===== src/rtl/irqmc_pkg.sv =====
`timescale 1ns/1ps
package irqmc_pkg;
  localparam int unsigned ADDR_W = 8;
  localparam int unsigned DATA_W = 32;

  // Register slot inside a 16-byte group window, chosen by addr[3:2]
  typedef enum logic [1:0] {
    REG_RAW = 2'd0,
    REG_MSK = 2'd1,
    REG_SET = 2'd2,
    REG_CLR = 2'd3
  } grp_reg_e;

  function automatic logic in_window(input logic [ADDR_W-1:0] a,
                                     input logic [ADDR_W-1:0] base);
    return (a[ADDR_W-1:4] == base[ADDR_W-1:4]) && (a[1:0] == 2'b00);
  endfunction

  function automatic grp_reg_e slot_of(input logic [ADDR_W-1:0] a);
    return grp_reg_e'(a[3:2]);
  endfunction

  function automatic logic [ADDR_W-1:0] base_of(input logic [3*ADDR_W-1:0] bases,
                                                input int g);
    return bases[g*ADDR_W +: ADDR_W];
  endfunction
endpackage


===== src/rtl/irqmc_group.sv =====
`timescale 1ns/1ps
module irqmc_group #(
  parameter int W = 8
) (
  input  logic         clk,
  input  logic         rst_n,
  input  logic [W-1:0] src,
  input  logic         set_we,
  input  logic         clr_we,
  input  logic [W-1:0] wbits,
  input  logic         eoi_we,
  output logic [W-1:0] raw_o,
  output logic [W-1:0] mask_o,
  output logic [W-1:0] masked_o,
  output logic         irq_o
);
  logic [W-1:0] raw_q, mask_q;
  logic         armed_q, irq_q;
  logic         pend_any, fire_evt;

  assign masked_o = raw_q & mask_q;
  assign pend_any = |masked_o;
  assign fire_evt = armed_q & pend_any;

  always_ff @(posedge clk or negedge rst_n) begin
    if (!rst_n) begin
      raw_q   <= '0;
      mask_q  <= '0;
      armed_q <= 1'b1;
      irq_q   <= 1'b0;
    end else begin
      raw_q <= src;
      if (set_we)      mask_q <= mask_q | wbits;
      else if (clr_we) mask_q <= mask_q & ~wbits;
      irq_q <= fire_evt;
      if (eoi_we)        armed_q <= 1'b1;
      else if (fire_evt) armed_q <= 1'b0;
    end
  end

  assign raw_o  = raw_q;
  assign mask_o = mask_q;
  assign irq_o  = irq_q;

  assert_set_enables_R3: assert property (@(posedge clk) disable iff (!rst_n)
    set_we |=> ((mask_q & $past(wbits)) == $past(wbits)));
  assert_set_keeps_R3: assert property (@(posedge clk) disable iff (!rst_n)
    set_we |=> ((mask_q & ~$past(wbits)) == ($past(mask_q) & ~$past(wbits))));
  assert_clr_disables_R4: assert property (@(posedge clk) disable iff (!rst_n)
    clr_we |=> ((mask_q & $past(wbits)) == '0));
  assert_clr_keeps_R4: assert property (@(posedge clk) disable iff (!rst_n)
    clr_we |=> ((mask_q & ~$past(wbits)) == ($past(mask_q) & ~$past(wbits))));
  assert_mask_hold_R5: assert property (@(posedge clk) disable iff (!rst_n)
    (!set_we && !clr_we) |=> $stable(mask_q));
  assert_raw_follow_R2: assert property (@(posedge clk) disable iff (!rst_n)
    1'b1 |=> (raw_o == $past(src)));
  assert_disarmed_quiet_R9: assert property (@(posedge clk) disable iff (!rst_n)
    !armed_q |=> !irq_o);
  assert_eoi_rearm_R10: assert property (@(posedge clk) disable iff (!rst_n)
    eoi_we |=> armed_q);
endmodule


===== src/rtl/irqmc_decode.sv =====
`timescale 1ns/1ps
module irqmc_decode
  import irqmc_pkg::*;
#(
  parameter int                    NGRP     = 3,
  parameter logic [NGRP*ADDR_W-1:0] BASES   = '0,
  parameter logic [ADDR_W-1:0]     VEC_ADDR = 8'h90,
  parameter logic [ADDR_W-1:0]     EOI_ADDR = 8'h94
) (
  input  logic [ADDR_W-1:0] addr,
  input  logic              wen,
  output logic [NGRP-1:0]   grp_hit,
  output logic [NGRP-1:0]   set_we,
  output logic [NGRP-1:0]   clr_we,
  output grp_reg_e          slot,
  output logic              vec_hit,
  output logic              eoi_hit,
  output logic              eoi_we
);
  assign slot    = slot_of(addr);
  assign vec_hit = (addr == VEC_ADDR);
  assign eoi_hit = (addr == EOI_ADDR);
  assign eoi_we  = wen & eoi_hit;

  for (genvar g = 0; g < NGRP; g++) begin : g_hit
    assign grp_hit[g] = in_window(addr, BASES[g*ADDR_W +: ADDR_W]);
    assign set_we[g]  = wen & grp_hit[g] & (slot == REG_SET);
    assign clr_we[g]  = wen & grp_hit[g] & (slot == REG_CLR);
  end
endmodule


===== src/rtl/irq_mask_ctrl.sv =====
`timescale 1ns/1ps
module irq_mask_ctrl
  import irqmc_pkg::*;
#(
  parameter int              TX_CH    = 8,
  parameter int              RX_CH    = 8,
  parameter int              DMA_SRC  = 2,
  parameter logic [7:0]      TX_BASE  = 8'h80,
  parameter logic [7:0]      RX_BASE  = 8'hA0,
  parameter logic [7:0]      DMA_BASE = 8'hB0,
  parameter logic [7:0]      VEC_ADDR = 8'h90,
  parameter logic [7:0]      EOI_ADDR = 8'h94
) (
  input  logic               clk,
  input  logic               rst_n,
  input  logic [TX_CH-1:0]   tx_src,
  input  logic [RX_CH-1:0]   rx_src,
  input  logic [DMA_SRC-1:0] dma_src,
  input  logic [7:0]         reg_addr,
  input  logic               reg_wen,
  input  logic [31:0]        reg_wdata,
  output logic [31:0]        reg_rdata,
  output logic               tx_irq,
  output logic               rx_irq,
  output logic               dma_irq
);
  localparam int NGRP = 3;
  localparam int TOT  = TX_CH + RX_CH + DMA_SRC;
  localparam logic [NGRP*ADDR_W-1:0] BASES = {DMA_BASE, RX_BASE, TX_BASE};

  logic [TOT-1:0]  all_src, raw_w, mask_w, masked_w;
  logic [NGRP-1:0] grp_hit, set_we, clr_we, irq_lines;
  logic [NGRP-1:0][DATA_W-1:0] grp_rd;
  grp_reg_e        slot;
  logic            vec_hit, eoi_hit, eoi_we;
  logic            unused_wdata;

  assign all_src      = {dma_src, rx_src, tx_src};
  assign unused_wdata = ^reg_wdata;

  irqmc_decode #(
    .NGRP(NGRP), .BASES(BASES), .VEC_ADDR(VEC_ADDR), .EOI_ADDR(EOI_ADDR)
  ) u_dec (
    .addr(reg_addr), .wen(reg_wen), .grp_hit(grp_hit), .set_we(set_we),
    .clr_we(clr_we), .slot(slot), .vec_hit(vec_hit), .eoi_hit(eoi_hit),
    .eoi_we(eoi_we)
  );

  for (genvar g = 0; g < NGRP; g++) begin : g_grp
    localparam int GW = (g == 0) ? TX_CH : (g == 1) ? RX_CH : DMA_SRC;
    localparam int GO = (g == 0) ? 0 : (g == 1) ? TX_CH : TX_CH + RX_CH;
    logic [GW-1:0] pick;

    irqmc_group #(.W(GW)) u_grp (
      .clk(clk), .rst_n(rst_n), .src(all_src[GO +: GW]),
      .set_we(set_we[g]), .clr_we(clr_we[g]), .wbits(reg_wdata[GW-1:0]),
      .eoi_we(eoi_we), .raw_o(raw_w[GO +: GW]), .mask_o(mask_w[GO +: GW]),
      .masked_o(masked_w[GO +: GW]), .irq_o(irq_lines[g])
    );

    always_comb begin
      case (slot)
        REG_RAW: pick = raw_w[GO +: GW];
        REG_MSK: pick = masked_w[GO +: GW];
        default: pick = mask_w[GO +: GW];
      endcase
    end
    assign grp_rd[g] = grp_hit[g] ? {{(DATA_W-GW){1'b0}}, pick} : '0;
  end

  always_comb begin
    reg_rdata = vec_hit ? {{(DATA_W-TOT){1'b0}}, masked_w} : '0;
    for (int g = 0; g < NGRP; g++) reg_rdata = reg_rdata | grp_rd[g];
  end

  assign tx_irq  = irq_lines[0];
  assign rx_irq  = irq_lines[1];
  assign dma_irq = irq_lines[2];

  assert_decode_excl_R7: assert property (@(posedge clk) disable iff (!rst_n)
    $onehot0({grp_hit, vec_hit, eoi_hit}));
  assert_eoi_reads_zero_R10: assert property (@(posedge clk) disable iff (!rst_n)
    eoi_hit |-> (reg_rdata == '0));
endmodule


===== config.mk =====
export PLATFORM = sky130hd
export DESIGN_NAME = irq_mask_ctrl
export DESIGN_NICKNAME = d
export VERILOG_FILES = /design/src/rtl/irqmc_pkg.sv /design/src/rtl/irqmc_group.sv /design/src/rtl/irqmc_decode.sv /design/src/rtl/irq_mask_ctrl.sv
export SDC_FILE = /design/constraint.sdc
export NUM_CORES = 1
export LEC_CHECK = 0
export CORE_ASPECT_RATIO = 1.5
export CORE_MARGIN = 4
export CORE_UTILIZATION = 57
export DETAILED_ROUTE_END_ITERATION = 10
export DONT_BUFFER_PORTS = 1
export GPL_TIMING_DRIVEN = 0
export PLACE_DENSITY_LB_ADDON = 0.08
export SYNTH_ARGS = -nofsm -noshare
export SYNTH_HDL_FRONTEND = slang
export SYNTH_HIERARCHICAL = 1
export SYNTH_SLANG_ARGS = --single-unit

===== constraint.sdc =====
create_clock -name clk -period 1.82 [get_ports clk]
set_clock_uncertainty 0.05 [all_clocks]
set_input_delay 0.182 -clock clk [delete_from_list [all_inputs] [get_ports clk]]
set_output_delay 0.182 -clock clk [all_outputs]
set_load 0.005 [all_outputs]

* Yosys cells after proc, flatten, opt, wreduce, memory -nomap -nowiden *
Cells that the tools add are included.

storage, ports and cells
  bits in registers = 42
  bits of input ports = 61
  output and inout bits = 35
  logic and storage cells = 80

operators by class
  equality and inequality tests = 8
  multiplexer cells = 19
  bitwise logic cells = 27
  reduce and logical (&&, ||, !) cells = 14

operators with widths
  cell                                            number
  2-to-1 mux 8 bit                                6
  bitwise OR 18 x 8 -> 18 bit                     2
  AND 8 bit                                       4
  one-hot mux 8 bit (2 select lines)              2
  2-to-1 mux 18 bit                               1
  bitwise OR 18 x 2 -> 18 bit                     1
  == test 8 bit (second input constant)           2
  bitwise OR 8 bit                                2
  OR reduction 8 bit                              2
  AND 1 bit                                       13
  == test 4 bit (second input constant)           3
  nonzero test 2 bit                              6
  inverter 8 bit                                  1
  2-to-1 mux 1 bit                                6
  2-to-1 mux 2 bit                                3
  AND 2 bit                                       2
  == test 2 bit (second input constant)           2
  zero test 2 bit                                 2
  one-hot mux 2 bit (2 select lines)              1
  logical AND 1 bit                               3
  == test 2 x 1 -> 1 bit (second input constant)  1
  inverter 2 bit                                  1
  bitwise OR 2 bit                                1
  OR reduction 2 bit                              1

* Depth between registers and ports, before layout *
Gate-level depths: netlist of run 1.

  depth in word-level cells = 6
  gate-level depth with buffers = 7
  mapped depth without buffers = 5

* By module *
The synthesis of run 1 kept the hierarchy.

by module, submodules not included
  module                            instances  cells an instance  area each (sq um)  sequential area each (sq um)
  irqmc_group (g_grp[0].u_grp ...)  2          48                 660.6              451.7
  irq_mask_ctrl                     1          100                752.0              0.0
  irqmc_group (g_grp[2].u_grp)      1          15                 217.7              151.4
  irqmc_decode                      1          23                 138.9              0.0

* Worst setup path before layout of run 1 *
OpenSTA, ideal clock, no wires.

  path type = input-to-output
  start point = in reg_addr[1]
  end point = out reg_rdata[6]
  arrival time = 1,648 ps
  required time = 1,588 ps
  setup slack = -60 ps
  stages on the path = 7
  buffers on the path = 2
  cells stage by stage = or4b_4 > buf_6 > nor3_1 > clkbuf_1 > and3b_2 > o21a_1 > a221o_1

on the way
  cells in the longest elaborated chain, start to end = 6
  elaborated cells on any way between the ends = 10
  those cells by class = 1 x eq/ne; 3 x mux; 3 x bitwise; 3 x reduce/logical

RTL lines
  what                                       RTL line             source
  start, declared                            irq_mask_ctrl.sv:19  input logic [7:0] reg_addr,
  zero test 2 bit                            irqmc_pkg.sv:16      return (a[ADDR_W-1:4] == base[ADDR_W-1:4]) && (a[1:0] == 2'b00);
  logical AND 1 bit                          irqmc_pkg.sv:16
  net grp_hit[0]                             irq_mask_ctrl.sv:32  logic [NGRP-1:0] grp_hit, set_we, clr_we, irq_lines;
  2-to-1 mux 8 bit                           irq_mask_ctrl.sv:68  assign grp_rd[g] = grp_hit[g] ? {{(DATA_W-GW){1'b0}}, pick} : '0;
  bitwise OR 18 x 8 -> 18 bit (2 in series)  irq_mask_ctrl.sv:73  for (int g = 0; g < NGRP; g++) reg_rdata = reg_rdata | grp_rd[g];
  bitwise OR 18 x 2 -> 18 bit                irq_mask_ctrl.sv:73
  end, declared                              irq_mask_ctrl.sv:22  output logic [31:0] reg_rdata,

The timed path passes the listed nets, and every way through them passes these cells.

==> reports/results.txt, run 1 <==
WL per Instance - 18.3 µm
Seq. cell area - 1050 µm²
CTS Buf Count - 5
Top Ports - 96
Setup crit start kind - flip-flop
Via density - 5.70
largest net degree at the start of global routing - 43
total power - 1.88 mW
Post-Synthesis Cells - 232
Die W - 61.2 µm
WS Path Type - flip-flop to primary output
final hold vios - 0
Final Slew Violations - 0
worst slew pin tran - 555 ps
Final min period - 1850 ps
Max Root-Sink Buffers - 2
fill count - 301
initial antenna violation count - 0
worst-path cell chain - and2_4, mux2_4, o211a_1, a221o_1
Top Family by Delay on Critical Path - compound AO/OA/AOI/OAI gates
Reg power frac - 53.6%
Die Y - 87.8 µm
violated checks - negative setup slack
Post-Place Setup Slack - -317 ps
area growth from synthesis to layout - 25.6%
total die area - 5380 µm²
Sw Ratio - 25.0%
Max-cap violations - 0
maximum clock frequency - 542 MHz
Initial DRT Pass Iterations - 4
total congestion overflow - 0
CTS root buffer - clkbuf_8
Worst-path clk slew - 80 ps
design area - 3040 µm²
switching pwr - 0.470 mW
unrepaired setup endpoints after global routing - true
critical path arrival - 1610 ps
vias - 1933
clk_lat worst skew - 300 ps
final setup margin - -26.1 ps
Worst Setup End Kind - primary output
Sink Count - 42
total core area - 4030 µm²
Post-DRT Antenna Nets - 0
Internal - 1.41 mW
worst hold path type - primary input to flip-flop
post-DP HPWL - 4.11 mm
max_slew headroom - 63.0%
GP Congestion - 0.796
first-pass GRT wire length - 9.54 mm
CTS tree - yes
clock group share of total power - 31.7%
vias in the first global route - 1924
maximum vdd drop - 0.579 mV
fin crit share - 101%
All-Layer GR Usage - 24.7%
Post-Layout Cell Count - 339
Multi-input gate area - 1230 µm²
post-synthesis cell area - 2420 µm²
Pwr Density - 617 nW/µm²
Worst EP required - 1590 ps
Layout Utilization - 75.5%
number of remaining DRC errors - 0
Yosys warning count - 6
Initial Util - 60.1%
Slowest-stage cell, CP - dfrtp_1
nets@finish - 354
number of H-tree levels - 2
Mean Syn Cell Area - 10.4 µm²
Fin Hold WS - 4.46 ps
share of cells above drive strength 1 - 27.6%
leakage - 1.44 nW
Post-Route WL - 6.20 mm
slack of the worst reg-to-reg path - 410 ps
Final setup viols - 3
run status - complete, but fails checks
Combinational Power Share - 14.7%
number of placement rows - 28
Placed Area - 2530 µm²
Crit path largest cell delay - 400 ps
placed cells - 290
ANT cells - 0
Fin Setup TNS - -48.4 ps
crit path max fanout - 2
IO buf count - 0
crit path buf inv count - 0
initial drt markers - 120
-- worst paths after layout --
path / start / end / cells after the start
max: flip-flop / reg_rdata[3] / 4
min: reg_wdata[3] / flip-flop / 2
max reg2reg: flip-flop / g_grp[1].u_grp/irq_o$_DFF_PN0_ / 4
min reg2reg: g_grp[2].u_grp/armed_q$_DFFE_PN1P_ / g_grp[2].u_grp/armed_q$_DFFE_PN1P_ / 1
max in group asynchronous: rst_n / g_grp[0].u_grp/armed_q$_DFFE_PN1P_ / 2
min in group asynchronous: rst_n / g_grp[1].u_grp/raw_o[0]$_DFF_PN0_ / 2
-- layer usage --
metal | vias to the layer above | share of wire [%] | track usage (%)
met3 | 9 | 5.6 | 4.57
li1 | 924 | - | -
met5 | - | 0 | 0
met1 | 935 | 37 | 27.9
met4 | 0 | 2.5 | 10.8
met2 | 65 | 55 | 43.5
-- power groups by stage --
stage	sequential (mW)	combinational (mW)	clock [mW]
detailed placement	1.02	0.183	0
CTS	1.00	0.271	0.605
global route	1.01	0.301	0.646
floorplan	1.01	0.158	0
finish	1.01	0.276	0.596
global placement	1.02	0.180	0
-- cell usage in the layout (no fill, tap or decap), types with 2 or more instances in the layout --
cell type and count:
conb_1 14, mux2_2 5, a31o_1 2, nor4_1 2
dfstp_2 3, o211a_1 5, a221o_1 6, buf_12 2
clkbuf_4 2, nor2_1 3, clkbuf_8 6, nor3_1 6
nand4_1 2, and2_1 18, a21boi_0 2, dfrtp_1 39
o211ai_1 5, o21ai_0 8, dlygate4sd3_1 27, buf_2 4
buf_6 2, and2_4 10, a22o_1 18, mux2i_1 6
nor4_2 4, nand2b_1 11, nand2_1 27, clkbuf_1 6
mux2_4 5, buf_4 28
-- worst reg2reg max path, delay by kind of cell, from the launching register on --
family | cells | cell delay, ps
simple gates | 2 | 530
flops | 1 | 390
compound gates | 1 | 170
buf+inv | 1 | 130
-- repair_timing --
action	CTS	global route
gates cloned	0	1
hold buffers	28	0
endpoints found under the hold margin	78	0
gates resized for setup	9	0
setup endpoints to repair	17	6
setup buffers	11	2
pin swaps	4	2
-- layout make-up --
cell class	count	share of cell area [%]
Buffer	30	6.91
Timing Repair Buffer	41	13.2
Sequential cell	42	34.7
Multi-Input combinational cell	173	40.5
Tap cell	45	1.85
Clock buffer	6	2.39
Clock inverter	2	0.453
(Power assumes the default switching activity.)
==> inputs of run 2 (changes only) <==
--- a/config.mk
+++ b/config.mk
@@ -5,9 +5,9 @@
 export SDC_FILE = /design/constraint.sdc
 export NUM_CORES = 1
 export LEC_CHECK = 0
-export CORE_ASPECT_RATIO = 1.5
 export CORE_MARGIN = 4
-export CORE_UTILIZATION = 57
+export CORE_UTILIZATION = 40
+export CTS_BUF_LIST = sky130_fd_sc_hd__clkbuf_8
 export DETAILED_ROUTE_END_ITERATION = 10
 export DONT_BUFFER_PORTS = 1
 export GPL_TIMING_DRIVEN = 0
==> run 2 against run 1 <==
  * The flow still finishes with violations (negative setup slack)
  * Final cell count is 11% higher
  * Wire length up 6.6%
  * Non-clock buffer count rose by 8
  * Clock-buffer cell count decreased by 1
  * Final area grew 2.8%
  * Critical path type unchanged
  * Sequential cell count did not move
  * Core utilization decreased by 22 points
  * Combinational power grew 5%
  * First-iteration DRC count shrank 55%
  * Worst setup slack improved by 8.7 ps
  * Clock power fell by 4.0%
  * Die area grew 37%
==> reports/results.txt, run 2 (synthesis gave the netlist of run 1 again) <==
Worst Setup End Kind - primary output
vias in the first global route - 1949
Post-Layout Cell Count - 375
CTS tree - yes
worst hold path type - primary input to flip-flop
share of cells above drive strength 1 - 29.3%
R2R depth - 3
Via density - 5.15
WL met2 - 3.12 mm
total power - 1.87 mW
Final setup viols - 1
Max Root-Sink Buffers - 2
met3 WL post-DR - 429 µm
number of placement rows - 28
maximum vdd drop - 0.312 mV
run status - complete, but fails checks
CTS root buffer - clkbuf_8
Die Y - 85.8 µm
Slowest-stage cell, CP - dfrtp_1
commonest non-fill, non-tap cell in the layout - dfrtp_1
number of remaining DRC errors - 0
WS Path Type - flip-flop to primary output
All-Layer GR Usage - 18.7%
initial antenna violation count - 0
post-DP HPWL - 4.28 mm
Initial DRT Pass Iterations - 4
critical path arrival - 1610 ps
Top Ports - 96
Final Slew Violations - 0
IO buf count - 0
GP Congestion - 0.773
maximum clock frequency - 544 MHz
Top Family by Delay on Critical Path - compound AO/OA/AOI/OAI gates
crit path max fanout - 3
Pwr Density - 598 nW/µm²
Setup crit start kind - flip-flop
max_slew headroom - 62.0%
hold_sp - reg_wdata[5]
clk_lat worst skew - 290 ps
total congestion overflow - 0
nets@finish - 361
Final min period - 1840 ps
violated checks - negative setup slack
hold path cells - 2
crit path buf inv count - 0
placed cells - 320
number of H-tree levels - 2
Worst EP required - 1590 ps
top sig layer - met4
fin crit share - 101%
WL per Instance - 17.6 µm
Post-Route WL - 6.61 mm
Fin Hold WS - 15.7 ps
Post-Place Setup Slack - -430 ps
final hold vios - 0
fill count - 552
worst-path cell chain - and2_4, mux2_4, o211a_1, a221o_1
Post-DRT Antenna Nets - 0
largest net degree at the start of global routing - 43
first-pass GRT wire length - 10.4 mm
leakage - 1.49 nW
vias - 1932
initial drt markers - 54
total die area - 7360 µm²
Stages on worst setup path - 4
area growth from synthesis to layout - 29.0%
Initial Util - 41.1%
Max-cap violations - 0
unrepaired setup endpoints after global routing - true
final setup margin - -17.4 ps
Worst-path clk slew - 80 ps
Die W - 85.8 µm
commonest cells after routing, fill and taps aside - dfrtp_1, buf_4, dlygate4sd3_1
CTS Buf Count - 5
ANT cells - 0
total core area - 5890 µm²
Crit path largest cell delay - 390 ps
met1 wire length - 2.96 mm
Sink Count - 42
worst slew pin tran - 570 ps
==> run 2: worst register-to-register path: stages, from the launching register on <==
cell and delay (ps):
dfrtp_1 410, and2_4 160, nor4_2 470, a21boi_0 180
==> run 2: power by group <==
group	total, mW	switching, mW	internal (mW)
Clock	0.572	0.315	0.258
Combinational	0.290	0.124	0.167
Sequential	1.00	0.0273	0.977
Total	1.87	0.466	1.40
==> run 2: routing by layer <==
| metal | up-vias | global-route usage (%) |
|---|---|---|
| li1 | 937 | - |
| met5 | - | 0 |
| met3 | 9 | 4.80 |
| met1 | 927 | 23.8 |
| met4 | 0 | 6.04 |
| met2 | 59 | 31.1 |
==> run 2: path summary, 6_finish.rpt <==
| check | end | slack [ps] |
|---|---|---|
| max in group asynchronous | g_grp[2].u_grp/armed_q$_DFFE_PN1P_ | 1110 |
| min in group asynchronous | asynchronous set/reset pin | 360 |
| worst min register to register | g_grp[2].u_grp/armed_q$_DFFE_PN1P_ | 460 |
| worst max-delay path | reg_rdata[5] | -20 |
| worst min-delay path | flip-flop | 20 |
| worst max register to register | g_grp[1].u_grp/irq_o$_DFF_PN0_ | 420 |
==> run 2: layout make-up <==
| cell class | instances | area [µm²] | share of cell area (%) |
|---|---|---|---|
| Timing Repair Buffer | 49 | 458 | 14.7 |
| Tap cell | 75 | 93.8 | 3.00 |
| Clock inverter | 2 | 10.0 | 0.320 |
| Multi-Input combinational cell | 172 | 1230 | 39.3 |
| Buffer | 30 | 210 | 6.73 |
| Clock buffer | 5 | 68.8 | 2.20 |
| Sequential cell | 42 | 1050 | 33.8 |
==> run 2: what timing repair did <==
item                       CTS  global route
pin swaps                    4             6
setup endpoints to repair   18             7
hold endpoints to repair    78             1
gates cloned                 0             0
buffers inserted            15             5
hold buffers                28             1
resized for setup            9             2
==> run 2: per-stage QoR <==
stage / setup TNS [ps] / util [%] / cell area [µm²]
5_1_grt: -233 / 53.1 / 3120
3_5_place_dp: -5930 / 43.6 / 2570
4_1_cts: -34.2 / 52.2 / 3070
3_3_place_gp: -5730 / 43.6 / 2570
6_report: -17.4 / 53.1 / 3120
2_1_floorplan: 0 / - / 2470
==> inputs of run 3 (changes only) <==
==> constraint.sdc (replaced) <==
create_clock -name clk -period 1.8 [get_ports clk]
set_clock_uncertainty 0.05 [all_clocks]
set_input_delay 0.18 -clock clk [delete_from_list [all_inputs] [get_ports clk]]
set_output_delay 0.18 -clock clk [all_outputs]
set_load 0.005 [all_outputs]
==> run 3 against run 2 <==
  * Sequential share of layout area fell by 0.054 points
  * Largest power group unchanged
  * Final area up 0.16%
  * Worst hold slack worse by 2.0 ps
  * The flow still finishes with violations (negative setup slack)
  * Combinational power up 1%
  * Wire length about the same
  * Total power increased by 1.1%
  * Worst setup slack lost 18 ps
==> reports/results.txt, run 3 (synthesis gave the netlist of run 1 again) <==
Pwr Density - 604 nW/µm²
largest net degree at the start of global routing - 43
number of remaining DRC errors - 0
CTS Buf Count - 5
Via density - 5.15
Worst EP required - 1570 ps
total congestion overflow - 0
maximum clock frequency - 545 MHz
CTS tree - yes
design area - 3130 µm²
worst hold path type - primary input to flip-flop
commonest non-fill, non-tap cell in the layout - dfrtp_1
first-pass GRT wire length - 10.4 mm
vias in the first global route - 1945
share of cells above drive strength 1 - 29.7%
Top Ports - 96
WL per Instance - 17.6 µm
Initial DRT Pass Iterations - 4
Worst Setup End Kind - primary output
GP Congestion - 0.773
Multi-input gate area - 1230 µm²
critical path arrival - 1610 ps
final hold vios - 0
Seq. cell area - 1050 µm²
All-Layer GR Usage - 18.7%
initial antenna violation count - 0
leakage - 1.49 nW
post-DP HPWL - 4.28 mm
Post-Route WL - 6.62 mm
WS Path Type - flip-flop to primary output
Die W - 85.8 µm
nets@finish - 361
Placed Area - 2570 µm²
clk_lat worst skew - 290 ps
ANT cells - 0
IO buf count - 0
vias - 1933
Post-Place Setup Slack - -446 ps
final setup margin - -35.3 ps
CTS root buffer - clkbuf_8
Die Y - 85.8 µm
unrepaired setup endpoints after global routing - true
reg2reg end - g_grp[1].u_grp/irq_o$_DFF_PN0_
total core area - 5890 µm²
R2R depth - 3
Final setup viols - 4
crit path max fanout - 3
Initial Util - 41.1%
Max-cap violations - 0
total power - 1.89 mW
hold path cells - 2
Sink Count - 42
slack of the worst reg-to-reg path - 400 ps
Setup crit start kind - flip-flop
initial drt markers - 64
violated checks - negative setup slack
maximum vdd drop - 0.315 mV
commonest cells after routing, fill and taps aside - dfrtp_1, buf_4, dlygate4sd3_1
worst slew pin tran - 571 ps
Max Root-Sink Buffers - 2
number of H-tree levels - 2
hold_sp - reg_wdata[5]
fill count - 553
Worst-path clk slew - 80 ps
number of placement rows - 28
Final Slew Violations - 0
area growth from synthesis to layout - 29.3%
max_slew headroom - 61.9%
run status - complete, but fails checks
total die area - 7360 µm²
fin crit share - 102%
Final min period - 1840 ps
Post-DRT Antenna Nets - 0
run 3: worst max path at each step:
stage	to	cells after the start
final	reg_rdata[5]	4
after global routing	reg_rdata[5]	4
after CTS	reg_rdata[5]	4
after detailed placement	reg_rdata[17]	6
after global placement	reg_rdata[17]	6
after floorplan	reg_rdata[10]	6
run 3: metal layers:
layer / part of all wire, % / global-route usage [%] / up-vias
li1: - / - / 938
met1: 45 / 23.8 / 931
met2: 47 / 31.1 / 55
met3: 6.3 / 4.80 / 9
met4: 1.5 / 6.04 / 0
met5: 0 / 0 / -
run 3: cell type report:
type	count	area share, %
repair buffers	49	14.6
plain buffers	30	6.72
multi-input cells	172	39.4
flip-flops and latches	42	33.7
clock buffers	5	2.20
well taps	75	3.00
clock inverters	2	0.320
run 3: worst max-delay path: stages (launching register included):
cell and delay, ps:
dfrtp_1 390, and2_4 170, mux2_4 250, o211a_1 210
a221o_1 300
run 3: per-stage QoR:
stage	hold slack (ps)	TNS [ps]	instances	util, %
floorplan	-166	0	245	-
global placement	-164	-6290	320	43.6
detailed placement	-164	-6500	320	43.6
CTS	4.63	-95.6	369	52.2
global route	1.38	-345	375	53.2
finish	13.7	-55.0	375	53.2
run 3: repair_timing:
action,in CTS,in global routing
setup endpoints to repair,18,12
hold endpoints to repair,78,1
setup buffers,15,5
cloned,0,0
pin swaps,4,7
gates resized for setup,9,3
hold buffers,28,1
run 3: power breakdown:
part           internal (mW)  switching, mW
sequential             0.988         0.0275
combinational          0.168          0.125
clock                  0.261          0.319
